--- src/rtl/age_cls_pkg.sv ---
package age_cls_pkg;
   typedef enum logic {
      CFG_THRESH = 1'b0,
      CFG_RATIO  = 1'b1
   } cfg_sel_e;

   typedef struct packed {
      logic head;
      logic late;
   } flit_tag_t;
endpackage

--- src/rtl/age_scaler.sv ---
module age_scaler #(
   parameter int AGE_W   = 12,
   parameter int RES_W   = 16,
   parameter int RATIO_W = 4,
   parameter int FRAC_SH = 2
) (
   input  logic [AGE_W-1:0]   age_in,
   input  logic [RES_W-1:0]   resid,
   input  logic [RATIO_W-1:0] ratio,
   output logic [AGE_W-1:0]   age_out,
   output logic               sat
);
   localparam int PW  = RES_W + RATIO_W;
   localparam int SW  = PW + 1;
   localparam int PAD = SW - AGE_W;

   if (PW < AGE_W) begin : g_bad_width
      $error("age_scaler: RES_W+RATIO_W must be at least AGE_W");
   end
   if (FRAC_SH >= PW) begin : g_bad_shift
      $error("age_scaler: FRAC_SH too large");
   end

   logic [PW-1:0] prod;
   logic [PW-1:0] scaled;
   logic [SW-1:0] sum;

   assign prod = {{RATIO_W{1'b0}}, resid} * {{RES_W{1'b0}}, ratio};

   if (FRAC_SH == 0) begin : g_noshift
      assign scaled = prod;
   end else begin : g_shift
      assign scaled = prod >> FRAC_SH;
   end

   assign sum     = {1'b0, scaled} + {{PAD{1'b0}}, age_in};
   assign sat     = sum > {{PAD{1'b0}}, {AGE_W{1'b1}}};
   assign age_out = sat ? {AGE_W{1'b1}} : sum[AGE_W-1:0];

   // the result never falls below the incoming age (no wrap)
   always_comb begin
      p_no_wrap_r3: assert (age_out >= age_in || $isunknown(age_in) || $isunknown(resid) || $isunknown(ratio));
   end
endmodule

--- src/rtl/thr_table.sv ---
module thr_table
   import age_cls_pkg::*;
#(
   parameter int SRC_W     = 5,
   parameter int AGE_W     = 12,
   parameter int RATIO_W   = 4,
   parameter int RATIO_RST = 4
) (
   input  logic               clk,
   input  logic               rst_n,
   input  logic               cfg_we,
   input  cfg_sel_e           cfg_sel,
   input  logic [SRC_W-1:0]   cfg_idx,
   input  logic [AGE_W-1:0]   cfg_data,
   input  logic [SRC_W-1:0]   rd_idx,
   output logic [AGE_W-1:0]   rd_thr,
   output logic [RATIO_W-1:0] ratio
);
   localparam int NSRC = 1 << SRC_W;

   if (RATIO_W > AGE_W) begin : g_bad_ratio
      $error("thr_table: RATIO_W must not exceed AGE_W");
   end
   if (RATIO_RST >= (1 << RATIO_W)) begin : g_bad_rst
      $error("thr_table: RATIO_RST does not fit");
   end

   logic [AGE_W-1:0] thr_q [NSRC];

   for (genvar i = 0; i < NSRC; i++) begin : g_entry
      always_ff @(posedge clk) begin
         if (!rst_n)
            thr_q[i] <= {AGE_W{1'b1}};
         else if (cfg_we && cfg_sel == CFG_THRESH && cfg_idx == SRC_W'(i))
            thr_q[i] <= cfg_data;
      end
   end

   always_ff @(posedge clk) begin
      if (!rst_n)
         ratio <= RATIO_W'(RATIO_RST);
      else if (cfg_we && cfg_sel == CFG_RATIO)
         ratio <= cfg_data[RATIO_W-1:0];
   end

   assign rd_thr = thr_q[rd_idx];

   // ratio changes only on a ratio write
   p_ratio_hold_r9: assert property (@(posedge clk) disable iff (!rst_n)
      !(cfg_we && cfg_sel == CFG_RATIO) |=> $stable(ratio));
endmodule

--- src/rtl/age_stage.sv ---
module age_stage
   import age_cls_pkg::*;
#(
   parameter int FLIT_W = 128
) (
   input  logic              clk,
   input  logic              rst_n,
   input  logic              in_valid,
   output logic              in_ready,
   input  logic [FLIT_W-1:0] in_flit,
   input  flit_tag_t         in_tag,
   output logic              out_valid,
   input  logic              out_ready,
   output logic [FLIT_W-1:0] out_flit,
   output flit_tag_t         out_tag
);
   logic v_q;

   assign in_ready  = !v_q || out_ready;
   assign out_valid = v_q;

   always_ff @(posedge clk) begin
      if (!rst_n)
         v_q <= 1'b0;
      else if (in_ready)
         v_q <= in_valid;
   end

   always_ff @(posedge clk) begin
      if (in_valid && in_ready) begin
         out_flit <= in_flit;
         out_tag  <= in_tag;
      end
   end

   p_hold_stable_r7: assert property (@(posedge clk) disable iff (!rst_n)
      out_valid && !out_ready |=> out_valid && $stable(out_flit) && $stable(out_tag));
   p_accept_shows_r7: assert property (@(posedge clk) disable iff (!rst_n)
      in_valid && in_ready |=> out_valid);
endmodule

--- src/rtl/resp_age_classifier.sv ---
module resp_age_classifier
   import age_cls_pkg::*;
#(
   parameter int FLIT_W    = 128,
   parameter int AGE_W     = 12,
   parameter int AGE_LSB   = 96,
   parameter int SRC_W     = 5,
   parameter int SRC_LSB   = 108,
   parameter int TYPE_POS  = 127,
   parameter int PRIO_POS  = 126,
   parameter int RES_W     = 16,
   parameter int RATIO_W   = 4,
   parameter int FRAC_SH   = 2,
   parameter int RATIO_RST = 4
) (
   input  logic              clk,
   input  logic              rst_n,
   input  logic              in_valid,
   output logic              in_ready,
   input  logic [FLIT_W-1:0] in_flit,
   input  logic              in_head,
   input  logic [RES_W-1:0]  in_resid,
   output logic              out_valid,
   input  logic              out_ready,
   output logic [FLIT_W-1:0] out_flit,
   output logic              out_head,
   output logic              out_late,
   input  logic              cfg_we,
   input  logic              cfg_sel,
   input  logic [SRC_W-1:0]  cfg_idx,
   input  logic [AGE_W-1:0]  cfg_data
);
   localparam int AGE_MSB = AGE_LSB + AGE_W - 1;
   localparam int SRC_MSB = SRC_LSB + SRC_W - 1;

   if (AGE_MSB >= FLIT_W || SRC_MSB >= FLIT_W || TYPE_POS >= FLIT_W || PRIO_POS >= FLIT_W) begin : g_bad_pos
      $error("resp_age_classifier: header field outside flit");
   end
   if ((PRIO_POS >= AGE_LSB && PRIO_POS <= AGE_MSB) || (TYPE_POS >= AGE_LSB && TYPE_POS <= AGE_MSB)
       || PRIO_POS == TYPE_POS) begin : g_bad_overlap
      $error("resp_age_classifier: header fields overlap");
   end
   if (!(SRC_LSB > AGE_MSB || SRC_MSB < AGE_LSB)) begin : g_bad_src
      $error("resp_age_classifier: source field overlaps age");
   end

   logic [AGE_W-1:0]   age_in, age_new, thr;
   logic [SRC_W-1:0]   src;
   logic [RATIO_W-1:0] ratio;
   logic               is_resp, late, sat;
   logic [FLIT_W-1:0]  nxt_flit;
   flit_tag_t          in_tag, out_tag;

   assign age_in  = in_flit[AGE_LSB +: AGE_W];
   assign src     = in_flit[SRC_LSB +: SRC_W];
   assign is_resp = in_flit[TYPE_POS];

   thr_table #(
      .SRC_W(SRC_W), .AGE_W(AGE_W), .RATIO_W(RATIO_W), .RATIO_RST(RATIO_RST)
   ) u_tab (
      .clk(clk), .rst_n(rst_n),
      .cfg_we(cfg_we), .cfg_sel(cfg_sel_e'(cfg_sel)),
      .cfg_idx(cfg_idx), .cfg_data(cfg_data),
      .rd_idx(src), .rd_thr(thr), .ratio(ratio)
   );

   age_scaler #(
      .AGE_W(AGE_W), .RES_W(RES_W), .RATIO_W(RATIO_W), .FRAC_SH(FRAC_SH)
   ) u_scale (
      .age_in(age_in), .resid(in_resid), .ratio(ratio),
      .age_out(age_new), .sat(sat)
   );

   always_comb begin
      late     = in_head && is_resp && (age_new > thr);
      nxt_flit = in_flit;
      if (in_head)
         nxt_flit[AGE_LSB +: AGE_W] = age_new;
      if (late)
         nxt_flit[PRIO_POS] = 1'b1;
   end

   assign in_tag = '{head: in_head, late: late};

   age_stage #(.FLIT_W(FLIT_W)) u_stage (
      .clk(clk), .rst_n(rst_n),
      .in_valid(in_valid), .in_ready(in_ready),
      .in_flit(nxt_flit), .in_tag(in_tag),
      .out_valid(out_valid), .out_ready(out_ready),
      .out_flit(out_flit), .out_tag(out_tag)
   );

   assign out_head = out_tag.head;
   assign out_late = out_tag.late;

   logic unused_sat;
   assign unused_sat = sat;

   // lateness only on response headers, and always with priority set
   p_late_resp_r5: assert property (@(posedge clk) disable iff (!rst_n)
      out_valid && out_late |-> out_head && out_flit[TYPE_POS]);
   p_late_prio_r4: assert property (@(posedge clk) disable iff (!rst_n)
      out_valid && out_late |-> out_flit[PRIO_POS]);
   // a freshly accepted header leaves no younger than it came in
   p_age_grows_r2: assert property (@(posedge clk) disable iff (!rst_n)
      in_valid && in_ready && in_head |=>
         out_flit[AGE_LSB +: AGE_W] >= $past(in_flit[AGE_LSB +: AGE_W]));
   // body flits leave unchanged
   p_body_pass_r6: assert property (@(posedge clk) disable iff (!rst_n)
      in_valid && in_ready && !in_head |=> out_flit == $past(in_flit) && !out_late);
endmodule

--- config.mk ---
export PLATFORM = sky130hd
export DESIGN_NAME = resp_age_classifier
export DESIGN_NICKNAME = d
export VERILOG_FILES = /design/src/rtl/age_cls_pkg.sv /design/src/rtl/age_scaler.sv /design/src/rtl/thr_table.sv /design/src/rtl/age_stage.sv /design/src/rtl/resp_age_classifier.sv
export SDC_FILE = /design/constraint.sdc
export NUM_CORES = 1
export LEC_CHECK = 0
export ABC_AREA = 1
export BUFFER_PORTS_ARGS = -buffer_cell sky130_fd_sc_hd__buf_2
export CAP_MARGIN = 30
export CORE_MARGIN = 1.5
export CORE_UTILIZATION = 55
export CTS_CLUSTER_DIAMETER = 30
export DETAILED_ROUTE_END_ITERATION = 16
export PLACE_DENSITY = 0.75
export SLEW_MARGIN = 10
export SYNTH_ARGS = -nofsm -noshare
export SYNTH_HDL_FRONTEND = slang
export SYNTH_SLANG_ARGS = --single-unit
--- constraint.sdc ---
create_clock -name clk -period 22.2 [get_ports clk]
set_input_delay 4.44 -clock clk [delete_from_list [all_inputs] [get_ports clk]]
set_output_delay 4.44 -clock clk [all_outputs]
set_load 0.02 [all_outputs]
==> flow_summary.json, run 1 <==
{
  "status": "finished, final reports clean",
  "r2r_start": "u_tab.ratio[3]$_SDFFE_PN0P_",
  "core_um2": 44300,
  "rr_worst_depth": 32,
  "worst_path_most_repeated_cell": "inv_1",
  "ios": 300,
  "rr_endpoint": "u_stage.out_flit[126]$_SDFFCE_PP1P_",
  "grt_pass1_vias": 19100,
  "io_buffers": 299,
  "fmax_ghz": 0.0978,
  "layout_commonest_cell": "nand2_1",
  "nets": 2902,
  "finalHoldWorstSlack_ns": 0.560,
  "drive_gt1_share_pct": 20.6,
  "drv_slew": 0,
  "hold_viol_final": 0,
  "antenna_found_initial": 1,
  "postRouteWirelength_um": 69900,
  "synth.distinct_cells": 43,
  "startpoint_type": "primary input",
  "grt-ovfl-total": 0,
  "syn-cell-area_um2": 24800,
  "slowest_stage": "fa_1",
  "clk_pin_slew_worst_paths_ns": 0.04,
  "setup_tns_ns": 0,
  "firstDrtPassIters": 8,
  "drt_iter0_drc": 2352,
  "instances_no_fill": 3336,
  "slew_headroom_pct": 29.5,
  "syn-num-nets": 2626,
  "die_h_um": 215,
  "area_growth_pct": 21.2,
  "vias": 19400,
  "syn_inst": 2382,
  "synth.avg_cell_area_um2": 10.4,
  "crit_end": "u_stage.out_flit[126]$_SDFFCE_PP1P_",
  "finalCritPeriodShare_pct": 46.0,
  "fin_util_pct": 67.8,
  "n_fill_cell": 3262,
  "cts.root.buffer_cell": "clkbuf_16",
  "p_seq_share_pct": 38.3,
  "powerDensity_nw_per_um2": 100,
  "tightest_slew_ns": 1.05,
  "grt_pass1_wl_um": 106000,
  "cts_setup_buffers": 0,
  "critPathRequiredTime_ns": 22.56,
  "clock-sinks": 519,
  "worst_hold_path_type": "reg -> reg",
  "end_kind": "flop",
  "slowest_delay_ns": 0.53,
  "die_area_um2": 46400,
  "dp_hpwl_um": 43600,
  "p_total_mw": 3.01,
  "post-route-drc-count": 0,
  "htree_levels": 3,
  "cts_resized": 0,
  "numCtsBuffers": 100,
  "rsz0062_at_grt": "false",
  "yosysSeqAreaShare_pct": 62.6,
  "cp-startpoint": "in_resid[5]",
  "clk_latency_ns": 0.65,
  "wl_per_cell_um": 20.9,
  "swShare_pct": 26.8,
  "placed_area_um2": 26600,
  "start_util_pct": 56.0,
  "cap_violations": 0,
  "cts_tree": "yes",
  "worst-path-max-fanout": 12,
  "ant_nets": 0,
  "mostFrequentLayoutCells": "670 x nand2_1, 514 x edfxtp_1, 298 x buf_2",
  "cts.hold.buffers_added": 0,
  "fin_ws_ns": 11.98,
  "worstSetupPathType": "in -> reg",
  "internal_power_mw": 2.20,
  "hp-start": "u_stage.out_valid$_SDFFE_PN0N_",
  "ys_ff_latch": 519,
  "clockPowerShare_pct": 48.4,
  "peakVddDrop_mv": 0.0688,
  "p_switching_uw": 808,
  "critPathArrivalTime_ns": 10.58,
  "leakagePower_nw": 11.8,
  "place_worst_setup_slack_ns": 11.46,
  "period_minus_slack_ns": 10.22,
  "fin_area_um2": 30100,
  "setup_viol": 0,
  "clockBufferDepth": 3,
  "gp_congestion": 0.942,
  "grt_max_degree": 86,
  "place_inst": 3136,
  "r2r_slack_ns": 15.22,
  "die_width_um": 215,
  "viasPerCell": 5.83,
  "yosysWarningCount": 0,
  "track_usage_pct": 29.7,
  "p_comb_share_pct": 13.3,
  "rows": 77,
  "finClkSkew_ns": 0.0376
}
## synthesized netlist by cell type (all sizes together)
master   count  area, µm²
o311ai       2       17.5
nor2       283       1090
dfxtp        5        100
ha          47        588
fa          29        581
nand3       74        523
nand4        4       25.0
a31o         1       8.76
a31oi       12       75.1
xnor2        7       61.3
o2111ai      1       8.76
a21o         3       22.5
and3         1       6.26
a32o         9       90.1
nor3         9       55.1
a21boi       1       7.51
clkbuf     158        593
a21oi       31        174
or2          3       18.8
nand3b       3       26.3
nand2      689       2640
xor2        13        114
edfxtp     514      15400
o221ai      68        596
buf          8       65.1
o22ai       28        175
inv        164        616
o211ai       4       30.0
o21bai       1       7.51
o21ai      210       1050
## state kept, by name, indices dropped and copies added (netlist names)
signal,count
u_stage.out_valid,1
u_stage.out_tag,2
u_stage.out_flit,128
u_tab.thr_q,384
u_tab.ratio,4
## metal layers
| layer | GRT usage (%) | up-vias | part of all wire, % |
|---|---|---|---|
| met1 | 38.3 | 9241 | 37 |
| met5 | 0 | - | 0 |
| met3 | 6.26 | 180 | 11 |
| met2 | 48.5 | 1282 | 48 |
| met4 | 13.4 | 0 | 3.6 |
| li1 | - | 8738 | - |
## cell families (layout without fill, tap and decap cells)
logic type,count (synthesis),count (layout),synth area share [%]
AOI/OAI and AO/OA,371,371,9.13
xor gates and xnor gates,20,20,0.706
adders and majority gates,76,76,4.71
buffers and inverters,330,691,5.14
DFF,519,519,62.6
other,0,1,0
and+or+nand+nor,1066,1066,17.7
## worst max-delay path: cells and delay by family
family	cells	cell delay, ns
simple gates	17	2.70
fa+ha+maj	5	2.17
buf+inv	9	0.64
xor+xnor	1	0.12
compound gates	3	0.48
## how the worst min path moves through the flow
stage                                     end  slack [ns]  cells after the start
4_1_cts        u_stage.out_valid$_SDFFE_PN0N_        0.56                      2
6_report       u_stage.out_valid$_SDFFE_PN0N_        0.56                      2
5_1_grt        u_stage.out_valid$_SDFFE_PN0N_        0.60                      2
3_3_place_gp   u_stage.out_valid$_SDFFE_PN0N_        0.52                      2
3_5_place_dp   u_stage.out_valid$_SDFFE_PN0N_        0.56                      2
2_1_floorplan     u_tab.ratio[0]$_SDFFE_PN0P_        0.57                      2
## power groups by stage
stage / Sequential (mW) / Clock (mW) / Combinational, mW
2_1_floorplan: 1.19 / 0 / 0.263
3_3_place_gp: 1.17 / 0 / 0.375
3_5_place_dp: 1.17 / 0 / 0.390
4_1_cts: 1.15 / 1.47 / 0.392
5_1_grt: 1.16 / 1.51 / 0.434
6_report: 1.15 / 1.46 / 0.399
## area by class of cell
type / instances / area (µm²) / share of cell area, %
multi-input combinational: 1533 / 8010 / 26.6
inverter: 164 / 619 / 2.06
timing repair buffer: 340 / 1850 / 6.15
clock inverter: 74 / 731 / 2.43
antenna: 1 / 2.50 / 0.00832
sequential: 519 / 15500 / 51.7
tap: 592 / 741 / 2.46
clock buffer: 113 / 2580 / 8.59
Note: power is estimated with default switching activity, not from simulation.
==> run 2: changes to the inputs <==
Clock period 22.2 ns to 9.98 ns, I/O delays scaled along.
==> run 2 against run 1 <==
  * Cell area increased by 0.95%
  * Non-clock buffer count increased by 4
  * Sequential power grew 120%
==> flow_summary.json, run 2 (synthesized netlist as in run 1, its figures left out) <==
{
  "status": "finished, final reports clean",
  "cts_resized": 0,
  "place_inst": 3136,
  "rows": 77,
  "n_fill_cell": 3222,
  "clock-sinks": 519,
  "seq_area_um2": 15500,
  "drt_iter0_drc": 2596,
  "cap_violations": 0,
  "antenna_found_initial": 0,
  "cts_tree": "yes",
  "post-route-drc-count": 0,
  "clk_latency_ns": 0.64,
  "tightest_slew_ns": 1.05,
  "finalCritPeriodShare_pct": 77.2,
  "die_h_um": 215,
  "fin_area_um2": 30400,
  "clk_pin_slew_worst_paths_ns": 0.04,
  "grt_pass1_vias": 19300,
  "drv_slew": 0,
  "gp_congestion": 0.937,
  "finClkSkew_ns": 0.0366,
  "core_um2": 44300,
  "clockBufferDepth": 3,
  "wl_per_cell_um": 21.0,
  "nets": 2908,
  "cts.hold.buffers_added": 0,
  "leakagePower_nw": 11.9,
  "grt_max_degree": 146,
  "ant_nets": 0,
  "firstDrtPassIters": 6,
  "rsz0062_at_grt": "false",
  "worst_path_most_repeated_cell": "inv_1",
  "cts_setup_buffers": 0,
  "fmax_ghz": 0.130,
  "hold_viol_final": 0,
  "largest_registers": "u_tab.thr_q (384), u_stage.out_flit (128), u_tab.ratio (4)",
  "largest-register": "u_tab.thr_q",
  "start_util_pct": 56.0,
  "slowest_delay_ns": 0.53,
  "setup_viol": 0,
  "fin_ws_ns": 2.28,
  "critPathArrivalTime_ns": 8.06,
  "startpoint_type": "primary input",
  "drive_gt1_share_pct": 21.1,
  "cts.root.buffer_cell": "clkbuf_16",
  "dp_hpwl_um": 43800,
  "layout_commonest_cell": "nand2_1",
  "numCtsBuffers": 102,
  "critPathRequiredTime_ns": 10.34,
  "slowest_stage": "fa_1",
  "vias": 19600,
  "grt_pass1_wl_um": 107000,
  "postRouteWirelength_um": 70400,
  "powerDensity_nw_per_um2": 229,
  "grt-ovfl-total": 0,
  "track_usage_pct": 30.0,
  "n_antenna_cell": 0,
  "die_width_um": 215,
  "instances_no_fill": 3344,
  "peakVddDrop_mv": 0.166,
  "ios": 300,
  "multi_input_area_um2": 8010,
  "worstSetupPathType": "in -> reg",
  "placed_area_um2": 26600,
  "worst_hold_path_type": "reg -> reg",
  "die_area_um2": 46400,
  "slew_headroom_pct": 30.1,
  "place_worst_setup_slack_ns": 1.70,
  "io_buffers": 299,
  "end_kind": "flop",
  "largest_reg_flops": 384,
  "area_growth_pct": 22.4,
  "worst-path-max-fanout": 12,
  "viasPerCell": 5.86,
  "period_minus_slack_ns": 7.70,
  "htree_levels": 3,
  "mostFrequentLayoutCells": "670 x nand2_1, 514 x edfxtp_1, 298 x buf_2",
  "setup_tns_ns": 0
}
run 2: area by class of cell:
class | count | share of cell area (%)
multi-input cells | 1533 | 26.4
inverters | 164 | 2.04
repair buffers | 344 | 6.22
flip-flops and latches | 519 | 51.2
clock buffers | 115 | 8.60
well taps | 592 | 2.44
clock inverters | 77 | 3.14
run 2: critical path: cells and delay by family:
family,cells,cell delay (ns)
and+or+nand+nor,17,2.65
adders and majority gates,5,2.18
buffers and inverters,9,0.62
AOI/OAI and AO/OA,3,0.48
xor gates and xnor gates,1,0.11
run 2: final timing paths:
check	start	end	slack, ns	cells after the start
max	in_resid[5]	u_stage.out_flit[126]$_SDFFCE_PP1P_	2.28	35
min	u_stage.out_valid$_SDFFE_PN0N_	u_stage.out_valid$_SDFFE_PN0N_	0.58	2
max reg2reg	u_tab.ratio[3]$_SDFFE_PN0P_	u_stage.out_flit[126]$_SDFFCE_PP1P_	2.98	30
min reg2reg	u_stage.out_valid$_SDFFE_PN0N_	u_stage.out_valid$_SDFFE_PN0N_	0.58	2
run 2: stage by stage:
step	util (%)	power [mW]	hold WS [ns]
2_1_floorplan	-	3.23	0.574
3_3_place_gp	60.1	3.43	0.520
3_5_place_dp	60.1	3.47	0.573
4_1_cts	68.1	6.94	0.580
5_1_grt	68.5	7.15	0.626
6_report	68.5	6.94	0.583
run 2: metal layers:
| metal | GRT usage, % | wire length, µm |
|---|---|---|
| met3 | 6.84 | 8270 |
| met1 | 38.0 | 25600 |
| met4 | 12.8 | 2500 |
| met2 | 49.6 | 34100 |
| met5 | 0 | 0 |
run 2: report_power, final:
group / internal [mW] / switching (mW)
registers: 2.53 / 0.0373
logic: 0.271 / 0.616
clock network: 2.31 / 1.17
